**config.mk**
```make
export PLATFORM = sky130hd
export DESIGN_NAME = fp_narrow
export DESIGN_NICKNAME = d
export VERILOG_FILES = /design/src/rtl/fp_narrow_pkg.sv /design/src/rtl/fp_narrow_align.sv /design/src/rtl/fp_narrow_round.sv /design/src/rtl/fp_narrow.sv
export SDC_FILE = /design/constraint.sdc
export NUM_CORES = 1
export LEC_CHECK = 0
export ABC_CLOCK_PERIOD_IN_PS = 9800
export BUFFER_PORTS_ARGS = -buffer_cell sky130_fd_sc_hd__buf_4
export CORE_ASPECT_RATIO = 1.1
export CORE_MARGIN = 1
export CORE_UTILIZATION = 55
export CTS_BUF_LIST = sky130_fd_sc_hd__clkbuf_8
export DETAILED_ROUTE_END_ITERATION = 7
export HOLD_SLACK_MARGIN = 0.12
export PLACE_DENSITY = 0.83
export SLEW_MARGIN = 20
export SYNTH_ARGS = -nofsm -noshare
export SYNTH_HDL_FRONTEND = slang
export SYNTH_SLANG_ARGS = --single-unit
```
**constraint.sdc**
```tcl
create_clock -name clk -period 9.8 [get_ports clk]
set_input_delay 1.47 -clock clk [delete_from_list [all_inputs] [get_ports clk]]
set_output_delay 1.47 -clock clk [all_outputs]
set_load 0.02 [all_outputs]
```
**src/rtl/fp_narrow_pkg.sv**
```systemverilog
package fp_narrow_pkg;

  typedef enum logic [1:0] {
    RM_NEAREST = 2'd0,
    RM_UP      = 2'd1,
    RM_DOWN    = 2'd2,
    RM_ZERO    = 2'd3
  } rmode_e;

  typedef struct packed {
    logic invalid;
    logic overflow;
    logic underflow;
    logic inexact;
  } flags_t;

endpackage

```
**src/rtl/fp_narrow_align.sv**
```systemverilog
// Rebias the exponent and line up the significand for the narrow format,
// producing the kept mantissa bits plus guard and sticky.
module fp_narrow_align #(
  parameter int SRC_EXP_W = 8,
  parameter int SRC_MAN_W = 23,
  parameter int DST_EXP_W = 5,
  parameter int DST_MAN_W = 10
) (
  input  logic [SRC_EXP_W-1:0] exp_i,
  input  logic [SRC_MAN_W-1:0] man_i,
  output logic [DST_MAN_W-1:0] kept_o,
  output logic                 guard_o,
  output logic                 sticky_o,
  output logic                 tiny_o,
  output logic [SRC_EXP_W:0]   exp_o
);
  localparam int SIG_W   = SRC_MAN_W + 1;
  localparam int EXT_W   = 2 * SIG_W;
  localparam int BDIFF_I = (2**(SRC_EXP_W-1) - 1) - (2**(DST_EXP_W-1) - 1);
  localparam int SHMAX_I = DST_MAN_W + 2;
  localparam int GRD_POS = EXT_W - 2 - DST_MAN_W;
  localparam logic [SRC_EXP_W:0] BDIFF  = BDIFF_I[SRC_EXP_W:0];
  localparam logic [SRC_EXP_W:0] SH_MAX = SHMAX_I[SRC_EXP_W:0];

  logic [SRC_EXP_W-1:0] e_eff;
  logic                 hidden;
  logic [SRC_EXP_W:0]   sh_full;
  logic [SRC_EXP_W:0]   sh;
  logic [EXT_W-1:0]     ext;
  logic [EXT_W-1:0]     shifted;

  always_comb begin
    hidden  = (exp_i != '0);
    e_eff   = hidden ? exp_i : {{(SRC_EXP_W-1){1'b0}}, 1'b1};
    tiny_o  = ({1'b0, e_eff} <= BDIFF);
    sh_full = BDIFF + 1'b1 - {1'b0, e_eff};
    if (!tiny_o)               sh = '0;
    else if (sh_full > SH_MAX) sh = SH_MAX;
    else                       sh = sh_full;
    ext      = {hidden, man_i, {SIG_W{1'b0}}};
    shifted  = ext >> sh;
    kept_o   = shifted[EXT_W-2 -: DST_MAN_W];
    guard_o  = shifted[GRD_POS];
    sticky_o = |shifted[GRD_POS-1:0];
    exp_o    = tiny_o ? '0 : ({1'b0, exp_i} - BDIFF);
  end

endmodule

```
**src/rtl/fp_narrow_round.sv**
```systemverilog
// Apply the rounding increment, handle the carry and resolve overflow for
// both the standard and the alternative narrow format.
module fp_narrow_round
  import fp_narrow_pkg::*;
#(
  parameter int SRC_EXP_W = 8,
  parameter int DST_EXP_W = 5,
  parameter int DST_MAN_W = 10
) (
  input  logic                 sign_i,
  input  logic [DST_MAN_W-1:0] kept_i,
  input  logic                 guard_i,
  input  logic                 sticky_i,
  input  logic                 tiny_i,
  input  logic [SRC_EXP_W:0]   exp_i,
  input  rmode_e               rmode_i,
  input  logic                 alt_fmt_i,
  input  logic                 uf_en_i,
  output logic [DST_EXP_W-1:0] exp_o,
  output logic [DST_MAN_W-1:0] man_o,
  output flags_t               flags_o
);
  localparam int IEEE_LIM_I = 2**DST_EXP_W - 1;
  localparam int ALT_LIM_I  = 2**DST_EXP_W;
  localparam logic [SRC_EXP_W:0] IEEE_LIM = IEEE_LIM_I[SRC_EXP_W:0];
  localparam logic [SRC_EXP_W:0] ALT_LIM  = ALT_LIM_I[SRC_EXP_W:0];

  logic                 dropped;
  logic                 inc;
  logic                 to_inf;
  logic [DST_MAN_W:0]   sum;
  logic [SRC_EXP_W:0]   exp_r;
  logic [DST_MAN_W-1:0] man_r;

  always_comb begin
    dropped = guard_i | sticky_i;
    unique case (rmode_i)
      RM_NEAREST: inc = guard_i & (sticky_i | kept_i[0]);
      RM_UP:      inc = ~sign_i & dropped;
      RM_DOWN:    inc = sign_i & dropped;
      default:    inc = 1'b0;
    endcase
    sum    = {1'b0, kept_i} + {{DST_MAN_W{1'b0}}, inc};
    exp_r  = exp_i + {{SRC_EXP_W{1'b0}}, sum[DST_MAN_W]};
    man_r  = sum[DST_MAN_W] ? '0 : sum[DST_MAN_W-1:0];
    to_inf = (rmode_i == RM_NEAREST) || (rmode_i == RM_UP && !sign_i) ||
             (rmode_i == RM_DOWN && sign_i);

    exp_o             = exp_r[DST_EXP_W-1:0];
    man_o             = man_r;
    flags_o.invalid   = 1'b0;
    flags_o.overflow  = 1'b0;
    flags_o.underflow = tiny_i & (dropped | uf_en_i);
    flags_o.inexact   = dropped;

    if (alt_fmt_i) begin
      if (exp_r >= ALT_LIM) begin
        exp_o           = '1;
        man_o           = '1;
        flags_o.invalid = 1'b1;
        flags_o.inexact = 1'b0;
      end
    end else if (exp_r >= IEEE_LIM) begin
      if (to_inf) begin
        exp_o = '1;
        man_o = '0;
      end else begin
        exp_o = {{(DST_EXP_W-1){1'b1}}, 1'b0};
        man_o = '1;
      end
      flags_o.overflow = 1'b1;
      flags_o.inexact  = 1'b1;
    end
  end

endmodule

```
**src/rtl/fp_narrow.sv**
```systemverilog
// Top level: special-value override, half merge and output register.
module fp_narrow
  import fp_narrow_pkg::*;
#(
  parameter int SRC_EXP_W = 8,
  parameter int SRC_MAN_W = 23,
  parameter int DST_EXP_W = 5,
  parameter int DST_MAN_W = 10
) (
  input  logic                                   clk,
  input  logic                                   rst,
  input  logic [SRC_EXP_W+SRC_MAN_W:0]           op_i,
  input  logic [2*(1+DST_EXP_W+DST_MAN_W)-1:0]   dest_i,
  input  logic                                   sel_upper_i,
  input  logic [1:0]                             rmode_i,
  input  logic                                   alt_fmt_i,
  input  logic                                   dflt_nan_i,
  input  logic                                   uf_en_i,
  output logic [2*(1+DST_EXP_W+DST_MAN_W)-1:0]   word_o,
  output logic                                   flag_invalid_o,
  output logic                                   flag_overflow_o,
  output logic                                   flag_underflow_o,
  output logic                                   flag_inexact_o
);
  localparam int OP_W = 1 + SRC_EXP_W + SRC_MAN_W;
  localparam int HW   = 1 + DST_EXP_W + DST_MAN_W;
  localparam int WW   = 2 * HW;
  localparam logic [DST_MAN_W-1:0] QBIT = {1'b1, {(DST_MAN_W-1){1'b0}}};

  logic                 sign;
  logic [SRC_EXP_W-1:0] e_in;
  logic [SRC_MAN_W-1:0] m_in;
  logic                 is_nan, is_inf, is_zero;

  assign sign    = op_i[OP_W-1];
  assign e_in    = op_i[OP_W-2 -: SRC_EXP_W];
  assign m_in    = op_i[SRC_MAN_W-1:0];
  assign is_nan  = (&e_in) & (|m_in);
  assign is_inf  = (&e_in) & ~(|m_in);
  assign is_zero = ~(|e_in) & ~(|m_in);

  logic [DST_MAN_W-1:0] kept;
  logic                 guard, sticky, tiny;
  logic [SRC_EXP_W:0]   exp_rb;
  logic [DST_EXP_W-1:0] r_exp;
  logic [DST_MAN_W-1:0] r_man;
  flags_t               r_fl;

  fp_narrow_align #(
    .SRC_EXP_W(SRC_EXP_W), .SRC_MAN_W(SRC_MAN_W),
    .DST_EXP_W(DST_EXP_W), .DST_MAN_W(DST_MAN_W)
  ) align_i (
    .exp_i(e_in), .man_i(m_in), .kept_o(kept), .guard_o(guard),
    .sticky_o(sticky), .tiny_o(tiny), .exp_o(exp_rb)
  );

  fp_narrow_round #(
    .SRC_EXP_W(SRC_EXP_W), .DST_EXP_W(DST_EXP_W), .DST_MAN_W(DST_MAN_W)
  ) round_i (
    .sign_i(sign), .kept_i(kept), .guard_i(guard), .sticky_i(sticky),
    .tiny_i(tiny), .exp_i(exp_rb), .rmode_i(rmode_e'(rmode_i)),
    .alt_fmt_i(alt_fmt_i), .uf_en_i(uf_en_i),
    .exp_o(r_exp), .man_o(r_man), .flags_o(r_fl)
  );

  logic [HW-1:0] half_n;
  flags_t        fl_n;

  always_comb begin
    half_n = {sign, r_exp, r_man};
    fl_n   = r_fl;
    if (is_nan) begin
      fl_n         = '0;
      fl_n.invalid = ~m_in[SRC_MAN_W-1];
      if (alt_fmt_i) begin
        half_n       = {sign, {(HW-1){1'b0}}};
        fl_n.invalid = 1'b1;
      end else if (dflt_nan_i) begin
        half_n = {1'b0, {DST_EXP_W{1'b1}}, QBIT};
      end else begin
        half_n = {sign, {DST_EXP_W{1'b1}}, m_in[SRC_MAN_W-1 -: DST_MAN_W] | QBIT};
      end
    end else if (is_inf) begin
      fl_n = '0;
      if (alt_fmt_i) begin
        half_n       = {sign, {(HW-1){1'b1}}};
        fl_n.invalid = 1'b1;
      end else begin
        half_n = {sign, {DST_EXP_W{1'b1}}, {DST_MAN_W{1'b0}}};
      end
    end else if (is_zero) begin
      half_n = {sign, {(HW-1){1'b0}}};
      fl_n   = '0;
    end
  end

  logic [WW-1:0] word_n;

  for (genvar h = 0; h < 2; h++) begin : g_half
    assign word_n[h*HW +: HW] = (sel_upper_i == h[0]) ? half_n : dest_i[h*HW +: HW];
  end

  always_ff @(posedge clk) begin
    if (rst) begin
      word_o           <= '0;
      flag_invalid_o   <= 1'b0;
      flag_overflow_o  <= 1'b0;
      flag_underflow_o <= 1'b0;
      flag_inexact_o   <= 1'b0;
    end else begin
      word_o           <= word_n;
      flag_invalid_o   <= fl_n.invalid;
      flag_overflow_o  <= fl_n.overflow;
      flag_underflow_o <= fl_n.underflow;
      flag_inexact_o   <= fl_n.inexact;
    end
  end


  keep_lower_chk: assert property (@(posedge clk) disable iff (rst)
    ($past(!rst) && $past(sel_upper_i)) |-> word_o[HW-1:0] == $past(dest_i[HW-1:0]));


  keep_upper_chk: assert property (@(posedge clk) disable iff (rst)
    ($past(!rst) && !$past(sel_upper_i)) |-> word_o[WW-1:HW] == $past(dest_i[WW-1:HW]));


  ovf_inexact_chk: assert property (@(posedge clk) disable iff (rst)
    flag_overflow_o |-> flag_inexact_o);


  alt_no_ovf_chk: assert property (@(posedge clk) disable iff (rst)
    ($past(!rst) && $past(alt_fmt_i)) |-> !flag_overflow_o);


  zero_quiet_chk: assert property (@(posedge clk) disable iff (rst)
    ($past(!rst) && $past(op_i[OP_W-2:0] == '0)) |->
      !(flag_invalid_o | flag_overflow_o | flag_underflow_o | flag_inexact_o));


  uf_small_exp_chk: assert property (@(posedge clk) disable iff (rst)
    ($past(!rst) && flag_underflow_o) |->
      (($past(sel_upper_i) ? word_o[WW-2 -: DST_EXP_W] : word_o[HW-2 -: DST_EXP_W]) <= 1));

endmodule

```
; ---- After elaboration in Yosys (flattened, before gate mapping)
; Index checks and enable logic that the tools add are counted.
[totals]
register_bits = 36
inputBits = 72
output_inout_bits = 36
[op_classes]
add_sub_neg = 4
order_cmp = 4
n_eq_ne = 2
shift = 1
n_mux = 34
bitwise_logic = 14
reduce_logical = 13
[ops]
columns = operator, count
row1 = two-way mux 16 bit, 5
row2 = two-way mux 10 bit, 6
row3 = >> shifter 48 x 9 -> 47 bit, 1
row4 = OR reduction 36 bit, 1
row5 = two-way mux 15 bit, 2
row6 = two-way mux 9 bit, 3
row7 = OR reduction 23 bit, 1
row8 = two-way mux 5 bit, 3
row9 = two-way mux 4 bit, 3
row10 = adder 10 x 1 -> 11 bit, 1
row11 = two-way mux 1 bit, 10
row12 = adder 9 x 1 -> 9 bit, 1
row13 = greater-or-equal comparator 9 x 5 -> 1 bit (second input constant), 1
row14 = greater-or-equal comparator 9 x 6 -> 1 bit (second input constant), 1
row15 = > comparator 9 x 4 -> 1 bit (second input constant), 1
row16 = subtractor 7 x 8 -> 9 bit (first input constant), 1
row17 = subtractor 8 x 7 -> 9 bit (second input constant), 1
row18 = <= comparator 8 x 7 -> 1 bit (second input constant), 1
row19 = two-way mux 8 bit, 1
row20 = AND reduction 8 bit, 1
row21 = nonzero test 8 bit, 1
row22 = OR reduction 8 bit, 1
row23 = bitwise AND 1 bit, 7
row24 = OR reduction 5 bit, 1
row25 = 10 further kinds, 17

; ---- Logic depth before layout (Yosys ltp)
; Gate-level depths: netlist of the first run.
[logic_depth]
depth_word = 20
ltp_mapped = 34
ltp_nobuf = 31

; ---- Modules after synthesis
; Synthesis of the first run repeated with hierarchy kept, for this count alone.
[hier_totals]
cells_unflattened = 520
area_unflattened_um2 = 3976.3
[by_module_without_submodules]
columns = mod, n_inst, cells_per_inst, area_per_inst_um2, seq_area_each_um2
row1 = fp_narrow_align, 1, 257, 1711.6, 0.0
row2 = fp_narrow, 1, 172, 1654.1, 720.7
row3 = fp_narrow_round, 1, 91, 610.6, 0.0

; ---- Worst setup path before layout of the first run
; OpenSTA, ideal clock, no wires.
[synth_path]
path_type = input to register
from = input op_i[24]
to = register word_o[3]
setup_time_ps = 86
t_arrival_ps = 7894
path_slack_ps = 1819
cell_stages = 33
path_buffers = 3
cell_sequence = buf_2 > inv_1 > ha_1 > or4b_4 > o22ai_4 > o21a_4 > buf_6 > nand2_1 > buf_2 > or4_1 > o221ai_1 > a31oi_1 > a2111oi_0 > o2111ai_1 > o21a_1 > ha_1 > ha_1 > inv_1 > nor2_1 > and4b_4 > nand4_2 > inv_2 > ha_1 > ha_1 > nand2b_1 > mux2_2 > o21ai_0 > a21oi_1 > a21bo_2 > a21o_1 > or2_2 > and3_1 > a221oi_2
[synth_via]
elab_chain_len = 20
word_cells_on_any_way = 35
classes_between = add/sub (4) / order compare (4) / shift (1) / mux (13) / bitwise (9) / reduce/logical (4)
[synth_rtl]
columns = element, line_no
row1 = from (decl), fp_narrow.sv:12  ; input logic [SRC_EXP_W+SRC_MAN_W:0] op_i,
row2 = nonzero test 8 bit, fp_narrow_align.sv:33  ; hidden = (exp_i != '0);
row3 = two-way mux 8 bit, fp_narrow_align.sv:34  ; e_eff = hidden ? exp_i : {{(SRC_EXP_W-1){1'b0}}, 1'b1};
row4 = subtractor 7 x 8 -> 9 bit, fp_narrow_align.sv:36  ; sh_full = BDIFF + 1'b1 - {1'b0, e_eff};
row5 = > comparator 9 x 4 -> 1 bit, fp_narrow_align.sv:38  ; else if (sh_full > SH_MAX) sh = SH_MAX;
row6 = two-way mux 9 bit, fp_narrow_align.sv:38
row7 = two-way mux 9 bit, fp_narrow_align.sv:37  ; if (!tiny_o) sh = '0;
row8 = >> shifter 48 x 9 -> 47 bit, fp_narrow_align.sv:41  ; shifted = ext >> sh;
row9 = OR reduction 36 bit, fp_narrow_align.sv:44  ; sticky_o = |shifted[GRD_POS-1:0];
row10 = (+4 left out), --
row11 = adder 9 x 1 -> 9 bit, fp_narrow_round.sv:44  ; exp_r = exp_i + {{SRC_EXP_W{1'b0}}, sum[DST_MAN_W]};
row12 = greater-or-equal comparator 9 x 5 -> 1 bit or greater-or-equal comparator 9 x 6 -> 1 bit (tied branches), "fp_narrow_round.sv:63, fp_narrow_round.sv:57"
row13 = "two-way mux 10 bit, on equally long branches", "fp_narrow_round.sv:63, fp_narrow_round.sv:57"
row14 = two-way mux 10 bit, fp_narrow_round.sv:56  ; if (alt_fmt_i) begin
row15 = two-way mux 15 bit, fp_narrow.sv:91  ; end else if (is_zero) begin
row16 = two-way mux 15 bit, fp_narrow.sv:83  ; end else if (is_inf) begin
row17 = two-way mux 16 bit *, fp_narrow.sv:72  ; if (is_nan) begin
row18 = two-way mux 16 bit *, fp_narrow.sv:100  ; assign word_n[h*HW +: HW] = (sel_upper_i == h[0]) ? half_n : dest_i[h*HW +: HW];
row19 = to (signal assigned), fp_narrow.sv:111  ; word_o <= word_n;
row20 = to (decl), fp_narrow.sv:19  ; output logic [2*(1+DST_EXP_W+DST_MAN_W)-1:0] word_o,
; Mark *: on every way between the ends. The rest lies on a longest branch, timed or not.
; A chain may end at the register's enable or synchronous reset.

; ---- Final worst setup path of the first run
; Same ends and word-level chain as after synthesis.

==> summary.md, run 1 <==
| Metric | Value |
|---|---|
| Syn. warnings | `0` |
| Clock Path Buffers | `2` |
| Dpl hpwl | `~10 mm` |
| Setup Crit Path Kind | `primary input to register` |
| P&R area growth vs syn | `22.6%` |
| Syn Area/Cell | `7.26 um^2` |
| Max stage delay on crit path | `between 0.8 and 0.9 ns` |
| Min-delay src | `dest_i[13]` |
| Gr usage total | `35.8%` |
| Cell Pwr Density | `106 mW/mm^2` |
| Final Wtd Congestion | `1.01` |
| Wire length per cell | `19.2 um` |
| Number of synthesized flops with an enable pin | `0` |
| Postcts setup bufs | `0` |
| RSZ-0062 raised after global routing | `no` |
| Crit path max fanout | `28` |
| Final hold vios | `0` |
| Top cells by area, synth | `dfxtp_1, nor2_1, a21oi_1` |
| Slew Viols, Final | `0` |
| Post-synth top cells | `nor2_1, nand2_1, a21oi_1` |
| Sequential-to-total area share from yosys stat | `18.9%` |
| Largest net degree at the start of global routing | `51` |
| Synth Register Bits | `36` |
| Max Freq | `113 MHz` |
| Initial DRC count | `between 300 and 400` |
| Fin Setup TNS | `0 ns` |
| Family with the most delay on the worst path | `compound AO/OA/AOI/OAI gates` |
| Num CTS Buffers | `5` |
| Critical Path AT | `a little over 9 ns` |
| Synth area leader | `dfxtp_1` |
| Yosys cell types | `between 80 and 90` |
| Critical path data required time | `9.99 ns` |
| Fin crit share | `90.7%` |
| Die width | `81.4 um` |
| Endpoint class of the critical path | `register` |
| Max-cap viol count | `0` |
| Vias | `approximately 4600` |
| Clock period minus final worst setup slack | `8.89 ns` |
| Total gr overflow | `0` |
| Crit-path slowest cell | `a211o_1` |
| Slew Limit Headroom | `29.0%` |
| Bufs and invs on worst path | `4` |
| H-tree level count | `2` |
| # setup viols final | `0` |
| Mux share of post-synthesis cell area | `5.61%` |
| Hold path cells | `3` |
| Vias in the first global route | `slightly above 4000` |
| Post-route ant nets | `0` |
| Synth top area share | `18.9%` |
| Synth Area in Simple Gates | `between 20% and 30%` |
| Fraction of registers with async set/reset | `0%` |
| Post-Synth XOR/XNOR Area | `3.41%` |
| Total core area | `0.00663 mm^2` |
| Compound-cell area share of the yosys netlist | `33.8%` |
| Antenna fix cells | `0` |
| Syn_nets | `~600` |
| Port Buffers | `107` |
| Top Ports | `108` |
| Top_reg_cell synth | `dfxtp_1` |
| Power Total | `497 uW` |
| Worst vdd rail ir drop | `roughly 0.17 mV` |
| Leakage power | `1.98 nW` |
| HP Class | `primary input to register` |
| Hold Path Sink | `word_o[13]$_SDFF_PP0_` |
| First-pass GRT wire length | `just over 20 mm` |
| Die Y | `89.4 um` |
| Routed vias/inst | `6.63` |
| CTS sink cnt | `36` |
| Utilization after layout | `70.6%` |
| Status | `completed` |
| Largest family of logic cells by synthesized area | `compound AO/OA/AOI/OAI gates` |
| Initial antenna violation count | `0` |
| Die area | `0.00728 mm^2` |
| Most frequent cell after synthesis | `nor2_1` |
| CP Launch Type | `primary input` |
| Hold_buf cts | `0` |
| Layout cells sized above 1 | `between 20% and 30%` |
| CTS tree | `yes` |
| Post_cts resized | `0` |
| Drt pass-1 iters | `5` |
| Crit path top cell by count | `ha_1` |
| FP Rows | `31` |
| DR DRC count | `0` |
| Clk pin slew, worst setup/hold paths | `0.07 ns` |
| Hold WS | `1.42 ns` |
| Mapped cell area | `0.00382 mm^2` |
| Initial Util | `57.5%` |
| Final #Nets | `roughly 690` |
| Root Buffer | `clkbuf_8` |
| Adder-cell share of the synthesized area | `3.61%` |
| Post-Route WL | `13.3 mm` |
| Synth Instances | `~530` |
| Worst-margin pin slew | `1.07 ns` |
## through the flow
| step | setup slack (ns) | std cells | cell area (um^2) |
|---|---|---|---|
| after global placement | 1.07 | 683 | 4570 |
| after detailed placement | 0.768 | 683 | 4570 |
| after global routing | 0.429 | 691 | 4680 |
| after floorplan | 1.82 | 526 | 3820 |
| after CTS | 1.03 | 691 | 4680 |
| final | 0.913 | 691 | 4680 |
## where the power goes
| group | switching (mW) | internal (mW) | total (mW) |
|---|---|---|---|
| Combinational | 0.122 | 0.0853 | 0.207 |
| Sequential | 0.00341 | 0.159 | 0.162 |
| Clock | 0.0535 | 0.0745 | 0.128 |
## layer usage
| metal | part of all wire, % | wire length [um] | global-route usage [%] |
|---|---|---|---|
| met2 | 48 | 6340 | 61.2 |
| met5 | 0 | 0 | 0 |
| met3 | 8.1 | 1080 | 4.29 |
| met4 | 3.6 | 481 | 17.4 |
| met1 | 41 | 5390 | 44.2 |
## cell type report
class / instances / area [um^2]
Timing Repair Buffer: 111 / 833
Clock buffer: 5 / 68.8
Fill cell: 543 / 1950
Multi-Input combinational cell: 435 / 2840
Tap cell: 82 / 103
Inverter: 19 / 71.3
Sequential cell: 36 / 721
Clock inverter: 3 / 38.8
## registers in the layout, summed over array words and instances, names as in the netlist
register and count:
flag_inexact_o 1, flag_invalid_o 1, flag_overflow_o 1, flag_underflow_o 1, word_o 32
## cells in the final DEF (no fill, tap or decap), types with 5 or more instances in the layout
master / netlist / routed
or3_1: 7 / 7
a21o_1: 7 / 7
nand3_1: 19 / 19
dfxtp_1: 36 / 36
and3_1: 9 / 9
a22oi_1: 5 / 5
xor2_1: 5 / 5
a31oi_1: 12 / 12
mux2i_1: 18 / 18
a211oi_1: 21 / 20
xnor2_1: 8 / 8
nor3_1: 12 / 12
o21ai_0: 24 / 24
or4_1: 6 / 6
a21oi_1: 37 / 37
nand4_1: 5 / 5
nand2b_1: 6 / 6
nor2_1: 65 / 65
inv_1: 18 / 19
o211ai_1: 6 / 6
nor4_1: 7 / 7
o21a_1: 9 / 9
buf_4: 0 / 111
clkbuf_8: 0 / 5
and2_1: 7 / 7
nor3b_1: 6 / 6
o21ai_1: 6 / 6
ha_1: 11 / 11
nand2_1: 39 / 39
## cell families after synthesis
group | after synthesis
AO/OA/AOI/OAI | 182
buffers and inverters | 55
AND/OR/NAND/NOR | 207
adder cells (fa/ha/maj) | 11
XOR/XNOR | 14
flip-flops | 36
multiplexers | 21
## tightest hold or removal path, cell delays in order
cell and delay [ns]:
buf_4 0.08, a21oi_1 0.06, nor2_1 0.07
## how the worst max path moves through the flow
stage	startpoint	end	cells past startpoint
2_1_floorplan	op_i[24]	word_o[3]$_SDFF_PP0_	33
3_3_place_gp	op_i[24]	word_o[3]$_SDFF_PP0_	29
3_5_place_dp	op_i[24]	word_o[3]$_SDFF_PP0_	29
4_1_cts	op_i[24]	word_o[3]$_SDFF_PP0_	29
5_1_grt	op_i[24]	word_o[20]$_SDFF_PP0_	30
6_report	op_i[24]	word_o[3]$_SDFF_PP0_	29
No activity file was read; power rests on OpenSTA's default activity.
==> run 2, diff against run 1 <==
PLACE_DENSITY = 0.82   (was 0.83)
SYNTH_HIERARCHICAL = 1   (was unset)
==> summary.md, run 2 <==
| Metric | Value |
|---|---|
| Status | `completed (unchanged)` |
| Top Ports | `108 (unchanged)` |
| Commonest non-fill, non-tap cells in the layout | `buf_4, a21oi_1, nor2_1, nand2_1, dfxtp_1 (was buf_4, nor2_1, nand2_1, a21oi_1, dfxtp_1)` |
| Post-Route WL | `12.7 mm (was 13.3 mm)` |
| Final #Nets | `687 (was 691)` |
| Top_reg_cell synth | `dfxtp_1 (unchanged)` |
| Postcts setup bufs | `0 (unchanged)` |
| Syn_nets | `604 (was 609)` |
| Commonest non-fill, non-tap cell in the layout | `buf_4 (unchanged)` |
| Crit-path slowest cell | `or4_1 (was a211o_1)` |
| Worst vdd rail ir drop | `0.105 mV (was 0.168 mV)` |
| First-pass GRT wire length | `20.9 mm (was 20.2 mm)` |
| Min-delay src | `dest_i[28] (was dest_i[13])` |
| # setup viols final | `0 (unchanged)` |
| Leakage power | `2.12 nW (was 1.98 nW)` |
| Final WS setup | `1.53 ns (was 0.913 ns)` |
| CP Launch Type | `primary input (unchanged)` |
| Endpoint class of the critical path | `register (unchanged)` |
| DR DRC count | `0 (unchanged)` |
| Vias | `4483 (was 4580)` |
| P&R area growth vs syn | `22.1% (was 22.6%)` |
| Fraction of registers with async set/reset | `0% (unchanged)` |
| Cell Pwr Density | `104 mW/mm^2 (was 106 mW/mm^2)` |
| Routed vias/inst | `6.51 (was 6.63)` |
| Worst-margin pin slew | `0.945 ns (was 1.07 ns)` |
| Critical path data required time | `9.98 ns (was 9.99 ns)` |
| Post-Layout Inst Area | `0.00486 mm^2 (was 0.00468 mm^2)` |
| Max reg flops | `32 (unchanged)` |
| Total core area | `0.00701 mm^2 (was 0.00663 mm^2)` |
| Max stage delay on crit path | `0.64 ns (was 0.83 ns)` |
| Clk pin slew, worst setup/hold paths | `0.07 ns (about the same)` |
| RSZ-0062 raised after global routing | `no (unchanged)` |
| Post-synth top cells | `a21oi_1, nor2_1, nand2_1 (was nor2_1, nand2_1, a21oi_1)` |
| Max-cap viol count | `0 (unchanged)` |
| Largest net degree at the start of global routing | `42 (was 51)` |
| Root Buffer | `clkbuf_8 (unchanged)` |
| FILL cells | `571 (was 543)` |
| Max Freq | `121 MHz (was 113 MHz)` |
| Most frequent cell after synthesis | `a21oi_1 (was nor2_1)` |
| Crit path max fanout | `41 (was 28)` |
| Die Y | `91.2 um (was 89.4 um)` |
| Register area | `721 um^2 (unchanged)` |
| Hold Path Sink | `word_o[28]$_SDFF_PP0_ (was word_o[13]$_SDFF_PP0_)` |
| Initial Util | `56.8% (was 57.5%)` |
| Setup Crit Path Kind | `primary input to register (unchanged)` |
| Fin Setup TNS | `0 ns (unchanged)` |
| Top reg by flops | `word_o (unchanged)` |
| Sequential-to-total area share from yosys stat | `18.1% (was 18.9%)` |
| Antenna fix cells | `0 (unchanged)` |
| Synth top area share | `18.1% (was 18.9%)` |
| Port Buffers | `107 (unchanged)` |
| Hold_buf cts | `0 (unchanged)` |
| Syn. warnings | `6 (was 0)` |
| Synth Register Bits | `36 (unchanged)` |
| Number of synthesized flops with an enable pin | `0 (unchanged)` |
| Clock period minus final worst setup slack | `8.27 ns (was 8.89 ns)` |
| Die area | `0.00757 mm^2 (was 0.00728 mm^2)` |
| Hold path cells | `2 (was 3)` |
| CTS sink cnt | `36 (unchanged)` |
| Multi-input logic area | `0.00300 mm^2 (was 0.00284 mm^2)` |
| Layout cells sized above 1 | `25.2% (was 24.1%)` |
| Final hold vios | `0 (unchanged)` |
| FP Rows | `32 (was 31)` |
| Synth area leader | `dfxtp_1 (unchanged)` |
| Wire length per cell | `18.4 um (was 19.2 um)` |
| Post-route ant nets | `0 (unchanged)` |
| HP Class | `primary input to register (unchanged)` |
| Die width | `83.1 um (was 81.4 um)` |
| Fin crit share | `84.4% (was 90.7%)` |
| Dpl hpwl | `9.69 mm (was 10.1 mm)` |
| Crit path top cell by count | `ha_1 (unchanged)` |
| Mapped cell area | `0.00398 mm^2 (was 0.00382 mm^2)` |
| Yosys cell types | `83 (was 82)` |
| CTS tree | `yes (unchanged)` |
| Clock Path Buffers | `2 (unchanged)` |
| H-tree level count | `2 (unchanged)` |
| Critical Path AT | `8.46 ns (was 9.08 ns)` |
| Place WS | `1.42 ns (was 0.768 ns)` |
| Placed Area | `0.00475 mm^2 (was 0.00457 mm^2)` |
| Final Wtd Congestion | `0.958 (was 1.01)` |
| Synth Instances | `520 (was 526)` |
| Num CTS Buffers | `5 (unchanged)` |
| Slew Limit Headroom | `36.7% (was 29.0%)` |
| Initial antenna violation count | `0 (unchanged)` |
| Slew Viols, Final | `0 (unchanged)` |
| Post_cts resized | `0 (unchanged)` |
| Initial DRC count | `287 (was 370)` |
| Vias in the first global route | `4301 (was 4041)` |
| Total gr overflow | `0 (unchanged)` |
| Gr usage total | `33.6% (was 35.8%)` |
| Drt pass-1 iters | `5 (unchanged)` |
| Syn Area/Cell | `7.65 um^2 (was 7.26 um^2)` |
| Top cells by area, synth | `dfxtp_1, a21oi_1, a22o_1 (was dfxtp_1, nor2_1, a21oi_1)` |
## run 2: cell count changes after synthesis, moves of 7 or more
| cell | previous run | this run |
|---|---|---|
| a31oi_1 | 12 | 3 |
| nor2_1 | 65 | 44 |
| o21ai_0 | 24 | 10 |
| o22ai_1 | 2 | 17 |
| inv_1 | 18 | 26 |
| a21o_1 | 7 | 17 |
| o2bb2ai_1 | 0 | 11 |
| a22o_1 | 1 | 23 |
| o21bai_1 | 1 | 9 |
| or3_1 | 7 | 0 |
| a21oi_1 | 37 | 50 |
| a211oi_1 | 21 | 0 |
| and3_1 | 9 | 2 |
## run 2: layout make-up
class | instances | area share [%]
Clock buffer | 5 | 1.42
Clock inverter | 3 | 0.799
Inverter | 27 | 2.11
Multi-Input combinational cell | 424 | 61.8
Sequential cell | 36 | 14.8
Tap cell | 85 | 2.19
Timing Repair Buffer | 109 | 16.9
## run 2: how the worst max path moves through the flow
| stage | from | endpoint | cells past startpoint |
|---|---|---|---|
| finish | op_i[24] | word_o[7]$_SDFF_PP0_ | 26 |
| global route | op_i[24] | word_o[9]$_SDFF_PP0_ | 27 |
| CTS | op_i[24] | word_o[7]$_SDFF_PP0_ | 27 |
| detailed placement | op_i[24] | word_o[4]$_SDFF_PP0_ | 27 |
| global placement | op_i[24] | word_o[7]$_SDFF_PP0_ | 26 |
| floorplan | op_i[24] | word_o[7]$_SDFF_PP0_ | 30 |
## run 2: cell families (layout without fill, tap and decap cells)
| kind of cell | count (synthesis) | after routing | synth area share, % |
|---|---|---|---|
| fa+ha+maj | 12 | 12 | 3.78 |
| compound gates | 200 | 200 | 37.9 |
| flops | 36 | 36 | 18.1 |
| simple gates | 178 | 178 | 25.1 |
| mux | 21 | 21 | 5.57 |
| buf+inv | 60 | 144 | 6.64 |
| xor+xnor | 13 | 13 | 2.86 |
## run 2: per-stage QoR
step / cells / hold WS (ns) / util [%] / total power [mW]
2_1_floorplan: 520 / 1.59 / - / 0.300
3_3_place_gp: 681 / 1.69 / 67.6 / 0.373
3_5_place_dp: 681 / 1.69 / 67.8 / 0.377
4_1_cts: 689 / 1.40 / 69.3 / 0.503
5_1_grt: 689 / 1.40 / 69.3 / 0.533
6_report: 689 / 1.40 / 69.3 / 0.506
## run 2: layer usage
| metal | vias up | part of all wire [%] | routed length (um) | global-route usage, % |
|---|---|---|---|---|
| met4 | 0 | 2.8 | 353 | 15.5 |
| met5 | - | 0 | 0 | 0 |
| met1 | 2099 | 43 | 5410 | 42.5 |
| met2 | 217 | 48 | 6100 | 57.0 |
| met3 | 31 | 6.4 | 812 | 3.91 |
| li1 | 2136 | - | - | - |
## run 2: report_power, final
part           leakage [nW]  switching, mW  internal [mW]  total (mW)
logic                  1.76          0.124         0.0909       0.215
clock network        0.0593         0.0534         0.0744       0.128
registers             0.301        0.00386          0.160       0.164
total                  2.12          0.181          0.325       0.506
## run 2: critical path, delay by kind of cell
kind	cells	cell delay, ns
AND/OR/NAND/NOR	7	2.40
adder cells (fa/ha/maj)	4	1.04
AO/OA/AOI/OAI	11	2.45
XOR/XNOR	1	0.31
buffers and inverters	3	0.75
